[config.mk]
export PLATFORM = sky130hd
export DESIGN_NAME = dmono_split
export DESIGN_NICKNAME = d
export VERILOG_FILES = /design/src/rtl/dmono_pkg.sv /design/src/rtl/dmono_frame_trk.sv /design/src/rtl/dmono_capture.sv /design/src/rtl/dmono_slot_ser.sv /design/src/rtl/dmono_split.sv
export SDC_FILE = /design/constraint.sdc
export NUM_CORES = 1
export LEC_CHECK = 0
export BUFFER_PORTS_ARGS = -buffer_cell sky130_fd_sc_hd__buf_2
export CELL_PAD_IN_SITES_DETAIL_PLACEMENT = 0
export CELL_PAD_IN_SITES_GLOBAL_PLACEMENT = 1
export CORE_UTILIZATION = 52
export CTS_CLUSTER_SIZE = 8
export DETAILED_ROUTE_END_ITERATION = 16
export GPL_ROUTABILITY_DRIVEN = 0
export PLACE_DENSITY = 0.81
export SLEW_MARGIN = 10
export SYNTH_ARGS = -nofsm -noshare
export SYNTH_HDL_FRONTEND = slang
export SYNTH_SLANG_ARGS = --single-unit
[constraint.sdc]
create_clock -name bclk_i -period 3.74 [get_ports bclk_i]
set_input_delay 0.187 -clock bclk_i [delete_from_list [all_inputs] [get_ports bclk_i]]
set_output_delay 0.187 -clock bclk_i [all_outputs]
set_load 0.005 [all_outputs]
[src/rtl/dmono_pkg.sv]
package dmono_pkg;
   typedef enum logic {
      WIRING_STRAIGHT = 1'b0,
      WIRING_CROSSED  = 1'b1
   } wiring_e;

   typedef enum logic {
      SLOT_WS_LO = 1'b0,
      SLOT_WS_HI = 1'b1
   } slot_e;
endpackage

[src/rtl/dmono_frame_trk.sv]
module dmono_frame_trk #(
   parameter int SLOT_W = 32,
   localparam int CW = $clog2(SLOT_W)
) (
   input  logic          bclk,
   input  logic          rst_n,
   input  logic          ws,
   output logic [CW-1:0] cnt,
   output logic          slot,
   output logic          synced,
   output logic          ws_fall
);
   localparam logic [CW-1:0] CMAX = CW'(SLOT_W - 1);

   logic ws_q;
   logic ws_edge;

   assign ws_edge = ws ^ ws_q;
   assign ws_fall = ws_q & ~ws;

   always_ff @(posedge bclk) begin
      if (!rst_n) begin
         ws_q   <= 1'b0;
         cnt    <= CMAX;
         slot   <= 1'b0;
         synced <= 1'b0;
      end else begin
         ws_q <= ws;
         if (ws_edge) begin
            cnt    <= '0;
            slot   <= ws;
            synced <= 1'b1;
         end else if (cnt != CMAX) begin
            cnt <= cnt + CW'(1);
         end
      end
   end

   AST_SLOT_TRACKS_WS: assert property (@(posedge bclk) disable iff (!rst_n)
      (synced && !ws_edge) |-> (slot == ws));
endmodule

[src/rtl/dmono_capture.sv]
module dmono_capture #(
   parameter int WORD_W = 24,
   parameter int SLOT_W = 32,
   localparam int CW = $clog2(SLOT_W)
) (
   input  logic              bclk,
   input  logic              rst_n,
   input  logic              sd,
   input  logic [CW-1:0]     cnt,
   input  logic              slot,
   input  logic              synced,
   output logic [WORD_W-1:0] word_l,
   output logic [WORD_W-1:0] word_r,
   output logic              have_l,
   output logic              have_r
);
   localparam logic [CW-1:0] LAST = CW'(WORD_W - 1);

   logic [WORD_W-1:0] shreg;
   logic [WORD_W-1:0] next_word;
   logic              in_word;
   logic              done;
   logic [1:0]        cap_stb;
   logic [WORD_W-1:0] held [2];
   logic [1:0]        have;

   assign in_word   = synced && (cnt <= LAST);
   assign done      = synced && (cnt == LAST);
   assign next_word = {shreg[WORD_W-2:0], sd};

   always_ff @(posedge bclk) begin
      if (!rst_n) shreg <= '0;
      else if (in_word) shreg <= next_word;
   end

   for (genvar c = 0; c < 2; c++) begin : g_chan
      assign cap_stb[c] = done && (slot == (c == 1));
      always_ff @(posedge bclk) begin
         if (!rst_n) begin
            held[c] <= '0;
         end else if (cap_stb[c]) begin
            held[c] <= next_word;
         end
      end
   end

   always_ff @(posedge bclk) begin
      if (!rst_n) begin
         have <= 2'b00;
      end else begin
         if (cap_stb[0]) have[0] <= 1'b1;
         if (cap_stb[1] && have[0]) have[1] <= 1'b1;
      end
   end

   assign word_l = held[0];
   assign word_r = held[1];
   assign have_l = have[0];
   assign have_r = have[1];

   AST_ONE_CAPTURE: assert property (@(posedge bclk) disable iff (!rst_n)
      $onehot0(cap_stb));
   AST_RIGHT_AFTER_LEFT: assert property (@(posedge bclk) disable iff (!rst_n)
      $rose(have_r) |-> have_l);
endmodule

[src/rtl/dmono_slot_ser.sv]
module dmono_slot_ser #(
   parameter int WORD_W   = 24,
   parameter int SLOT_W   = 32,
   parameter bit INV_SLOT = 1'b1,
   localparam int CW = $clog2(SLOT_W)
) (
   input  logic              bclk,
   input  logic              rst_n,
   input  logic              valid,
   input  logic              inv,
   input  logic [WORD_W-1:0] word,
   input  logic [CW-1:0]     cnt,
   input  logic              slot,
   output logic              sd
);
   localparam logic [CW-1:0] LAST = CW'(WORD_W - 1);

   logic [CW-1:0]     idx;
   logic [WORD_W-1:0] shifted;
   logic              bit_true;
   logic              bit_inv;
   logic              pick_inv;
   logic              bit_sel;

   assign idx      = LAST - cnt;
   assign shifted  = word >> idx;
   assign bit_true = shifted[0];
   assign bit_inv  = ~bit_true;

   if (INV_SLOT) begin : g_inv_hi
      assign pick_inv = inv && slot;
   end else begin : g_inv_lo
      assign pick_inv = inv && !slot;
   end

   assign bit_sel = pick_inv ? bit_inv : bit_true;

   always_ff @(negedge bclk) begin
      if (!rst_n) sd <= 1'b0;
      else if (!valid || (cnt > LAST)) sd <= 1'b0;
      else sd <= bit_sel;
   end

   AST_PAD_ZERO: assert property (@(negedge bclk) disable iff (!rst_n)
      $past(cnt > LAST) |-> (sd == 1'b0));
   AST_QUIET_BEFORE_VALID: assert property (@(negedge bclk) disable iff (!rst_n)
      $past(!valid) |-> (sd == 1'b0));
endmodule

[src/rtl/dmono_split.sv]
module dmono_split #(
   parameter int WORD_W   = 24,
   parameter int SLOT_W   = 32,
   parameter bit INV_SLOT = 1'b1
) (
   input  logic bclk_i,
   input  logic rst_n,
   input  logic ws_i,
   input  logic sd_i,
   input  logic wiring_i,
   output logic bclk_o,
   output logic ws_o,
   output logic sd_left_o,
   output logic sd_right_o
);
   import dmono_pkg::*;

   localparam int CW = $clog2(SLOT_W);

   if (WORD_W < 2) begin : g_bad_word
      $error("dmono_split: WORD_W must be at least 2");
   end
   if (WORD_W > SLOT_W) begin : g_bad_slot
      $error("dmono_split: WORD_W must not exceed SLOT_W");
   end

   logic [CW-1:0]     cnt;
   logic              slot;
   logic              synced;
   logic              ws_fall;
   logic [WORD_W-1:0] word_l;
   logic [WORD_W-1:0] word_r;
   logic              have_l;
   logic              have_r;
   logic [WORD_W-1:0] rep [2];
   logic [1:0]        sd_out;
   wiring_e           wiring_q;
   logic              valid;

   dmono_frame_trk #(.SLOT_W(SLOT_W)) u_trk (
      .bclk(bclk_i), .rst_n(rst_n), .ws(ws_i),
      .cnt(cnt), .slot(slot), .synced(synced), .ws_fall(ws_fall)
   );

   dmono_capture #(.WORD_W(WORD_W), .SLOT_W(SLOT_W)) u_cap (
      .bclk(bclk_i), .rst_n(rst_n), .sd(sd_i), .cnt(cnt), .slot(slot),
      .synced(synced), .word_l(word_l), .word_r(word_r),
      .have_l(have_l), .have_r(have_r)
   );

   always_ff @(posedge bclk_i) begin
      if (!rst_n) begin
         rep[0]   <= '0;
         rep[1]   <= '0;
         wiring_q <= WIRING_STRAIGHT;
         valid    <= 1'b0;
      end else if (ws_fall) begin
         rep[0]   <= word_l;
         rep[1]   <= word_r;
         wiring_q <= wiring_e'(wiring_i);
         if (have_r) valid <= 1'b1;
      end
   end

   for (genvar c = 0; c < 2; c++) begin : g_out
      dmono_slot_ser #(.WORD_W(WORD_W), .SLOT_W(SLOT_W), .INV_SLOT(INV_SLOT)) u_ser (
         .bclk(bclk_i), .rst_n(rst_n), .valid(valid),
         .inv(wiring_q == WIRING_CROSSED), .word(rep[c]),
         .cnt(cnt), .slot(slot), .sd(sd_out[c])
      );
   end

   assign bclk_o     = bclk_i;
   assign ws_o       = ws_i;
   assign sd_left_o  = sd_out[0];
   assign sd_right_o = sd_out[1];

   AST_WIRING_AT_BOUNDARY: assert property (@(posedge bclk_i) disable iff (!rst_n)
      !$stable(wiring_q) |-> $past(ws_fall));
   AST_VALID_STICKY: assert property (@(posedge bclk_i) disable iff (!rst_n)
      !$fell(valid));
   AST_REPLAY_AT_BOUNDARY: assert property (@(posedge bclk_i) disable iff (!rst_n)
      !$stable(rep[0]) |-> $past(ws_fall));
endmodule

==> results.md <==
* ANT nets after route at 0
* Die width at 105 um
* NetSw at 782 uW
* Peak VDD IR at 0.000388 V
* Status: finished clean
* Initial drt markers at 146
* Setup-failing EPs final at 0
* Core area at 10300 sq um
* Syn Nets at 435
* Yosys top cell by area: edfxtp_1
* Yosys reg bits at 133
* Total GRT Usage at 0.202
* ANT cells at 0
* Clock power share at 0.463
* Sw Share at 0.217
* Post-synth top area share at 0.522
* Final Util at 0.613
* Final Max Slew Viols at 0
* Clk pin slew, worst setup/hold paths at 0.06 ns
* Hold Path End: u_trk.ws_q
* Crit path DAT at 2.33 ns
* Mapped Cells at 425
* Crit Path Class: register to register
* Critical-path cell list: buf_12 > mux4_1 > nand2b_1 > a211oi_2 > mux2i_1
* Crit path largest cell delay at 0.56 ns
* Maximum fanout along the worst path at 18
* Via-to-Cell Ratio at 5.52
* Die H at 105 um
* Final HPWL DP at 5650 um
* Worst r2r dst: g_out[0].u_ser.sd
* Crit path launch type: register
* Fraction of registers with async set/reset at 0
* Vias in the first global route at 3135
* Internal power at 2.82 mW
* Grt total ovfl at 0
* Initial core utilization at 0.535
* Worst min path class: input port to register
* P&R area growth vs syn at 14.6%
* Most frequent cell after synthesis: and3_1
* Reg2Reg Setup Slack at 0.09 ns
* Die ar. at 11000 sq um
* Fillers at 797
* First-pass DRT Iterations at 4
* NumNets Final at 445
* Clock skew at 0.0193 ns
* Reg power frac at 0.463
* Synth top area cells: edfxtp_1 (52%), dfxtp_1 (13%), and3_1 (11%)
* Share of cells above drive strength 1 at 0.134
* Reg2reg start: u_trk.cnt[0]
* Relative slew slack at 0.239
* Worst Setup End Kind: register
* Drt wl/cell at 16.9 um
* Via count at 3218
* CP required at 2.42 ns
* Post-Syn Area at 5520 sq um
* WL final at 9820 um
* Combinational power share at 0.074
* Multi-input gate area at 1730 sq um
* Syn. warnings at 0
* Max Cap Viol at 0
* Seq/Total Area, Yosys at 0.656
* Post-synth top cells: and3_1 (98), edfxtp_1 (96), nand2_1 (52)
* FF/Latch Area at 3620 sq um
* Hold Path Origin: ws_i
* I/O pins at 9
* Measured slew at the worst slew-check pin at 1.14 ns
* Primary FF master, synth: edfxtp_1
* Unrepaired setup endpoints after global routing: no
* Latest clock arrival within the worst-skew pair at 0.63 ns
* Port bufs at 8
* First-pass GRT wire length at 16200 um
* Worst reg2reg path depth at 5
* Hold Crit Depth at 3
* Post-synth EDFFs at 96
* Antenna violations before repair at 0
* Largest net degree at the start of global routing at 134
* CP max-delay cell: mux4_1
* Row cnt at 37
* TritonCTS clock tree: yes
* Postcts setup bufs at 0
* Syn avg cell area at 13.0 sq um
* Setup TNS at 0 ns
* Power Dens Cells at 569 nW/um^2
* LEAKAGE at 2.70 nW
* Synth cell types at 39
* Fin. Hold Viols at 0
* Number of remaining DRC errors at 0
==> layout by cell type (no fill, tap or decap), types with 5 or more instances in the layout <==
master     count
a21boi_1      20
and3_1        98
buf_2          8
buf_4          9
clkbuf_16     16
clkbuf_8       7
dfxtp_1       36
edfxtp_1      96
ha_1           5
inv_1          6
mux2i_1       17
nand2_1       52
nand3_1        5
nor2b_1        8
o21ai_0        6
==> per-stage QoR <==
stage                     setup slack [ns]  power (mW)  instances  instance area (sq um)  hold slack (ns)
final                               0.0931        3.60        583                   6330            0.355
after global routing                0.0380        3.73        583                   6330            0.354
after CTS                           0.0194        3.63        583                   6330            0.321
after detailed placement            0.0506        1.98        545                   5690            0.270
after global placement              0.0569        1.97        545                   5690            0.270
after floorplan                      0.237        1.91        425                   5520            0.268
==> routing by layer <==
| layer | global-route usage | vias up | share of wire |
|---|---|---|---|
| met4 | 0.123 | 0 | 0.027 |
| met1 | 0.256 | 1559 | 0.47 |
| met2 | 0.301 | 63 | 0.46 |
| met3 | 0.0692 | 15 | 0.045 |
| li1 | - | 1581 | - |
| met5 | 0 | - | 0 |
==> cell families after synthesis <==
| kind of cell | after synthesis | share of synthesized area |
|---|---|---|
| AND/OR/NAND/NOR | 176 | 0.174 |
| flip-flops | 133 | 0.656 |
| XOR/XNOR | 3 | 0.00476 |
| AO/OA/AOI/OAI | 43 | 0.0591 |
| adder cells (fa/ha/maj) | 5 | 0.0113 |
| buffers and inverters | 40 | 0.0329 |
| multiplexers | 25 | 0.0621 |
==> power groups by stage <==
stage	clock, mW	combinational (mW)	sequential [mW]
after floorplan	0.0224	0.200	1.69
after global placement	0.0166	0.260	1.70
after detailed placement	0.0166	0.266	1.70
after CTS	1.69	0.269	1.67
after global routing	1.76	0.295	1.67
final	1.67	0.266	1.67
==> state kept, by name, indices dropped and copies added (netlist names) <==
register        flops
u_cap.shreg        23
g_out.u_ser.sd      2
u_trk.synced        1
u_trk.cnt           5
u_cap.have          2
wiring_q            1
valid               1
u_cap.held         48
u_trk.ws_q          1
rep                48
u_trk.slot          1
==> worst max-delay path, delay by kind of cell, from the launching register on <==
family | cells | cell delay, ns
muxes | 2 | 0.75
DFF | 1 | 0.37
AOI/OAI and AO/OA | 1 | 0.23
buffers and inverters | 1 | 0.18
and+or+nand+nor | 1 | 0.17
==> final cells by class <==
cell class / count / area share
repair buffers: 21 / 0.0273
flip-flops and latches: 133 / 0.573
inverters: 4 / 0.00237
well taps: 136 / 0.0269
clock buffers: 26 / 0.0805
clock inverters: 11 / 0.0174
multi-input cells: 252 / 0.273
==> worst max-delay path by stage <==
stage / from / endpoint / slack [ns] / depth (start not counted)
floorplan: u_trk.cnt[0] / g_out[0].u_ser.sd / 0.24 / 6
global placement: u_trk.cnt[0] / g_out[0].u_ser.sd / 0.06 / 5
detailed placement: u_trk.cnt[0] / g_out[0].u_ser.sd / 0.05 / 5
CTS: u_trk.cnt[0] / g_out[0].u_ser.sd / 0.02 / 5
global route: u_trk.cnt[0] / g_out[0].u_ser.sd / 0.04 / 5
finish: u_trk.cnt[0] / g_out[0].u_ser.sd / 0.09 / 5
==> what timing repair did <==
item	4_1_cts	5_1_grt
gates resized for setup	0	1
hold endpoints to repair	6	0
endpoints found under the setup margin	0	2
hold buffers	3	0
No activity file was read; power rests on OpenSTA's default activity.
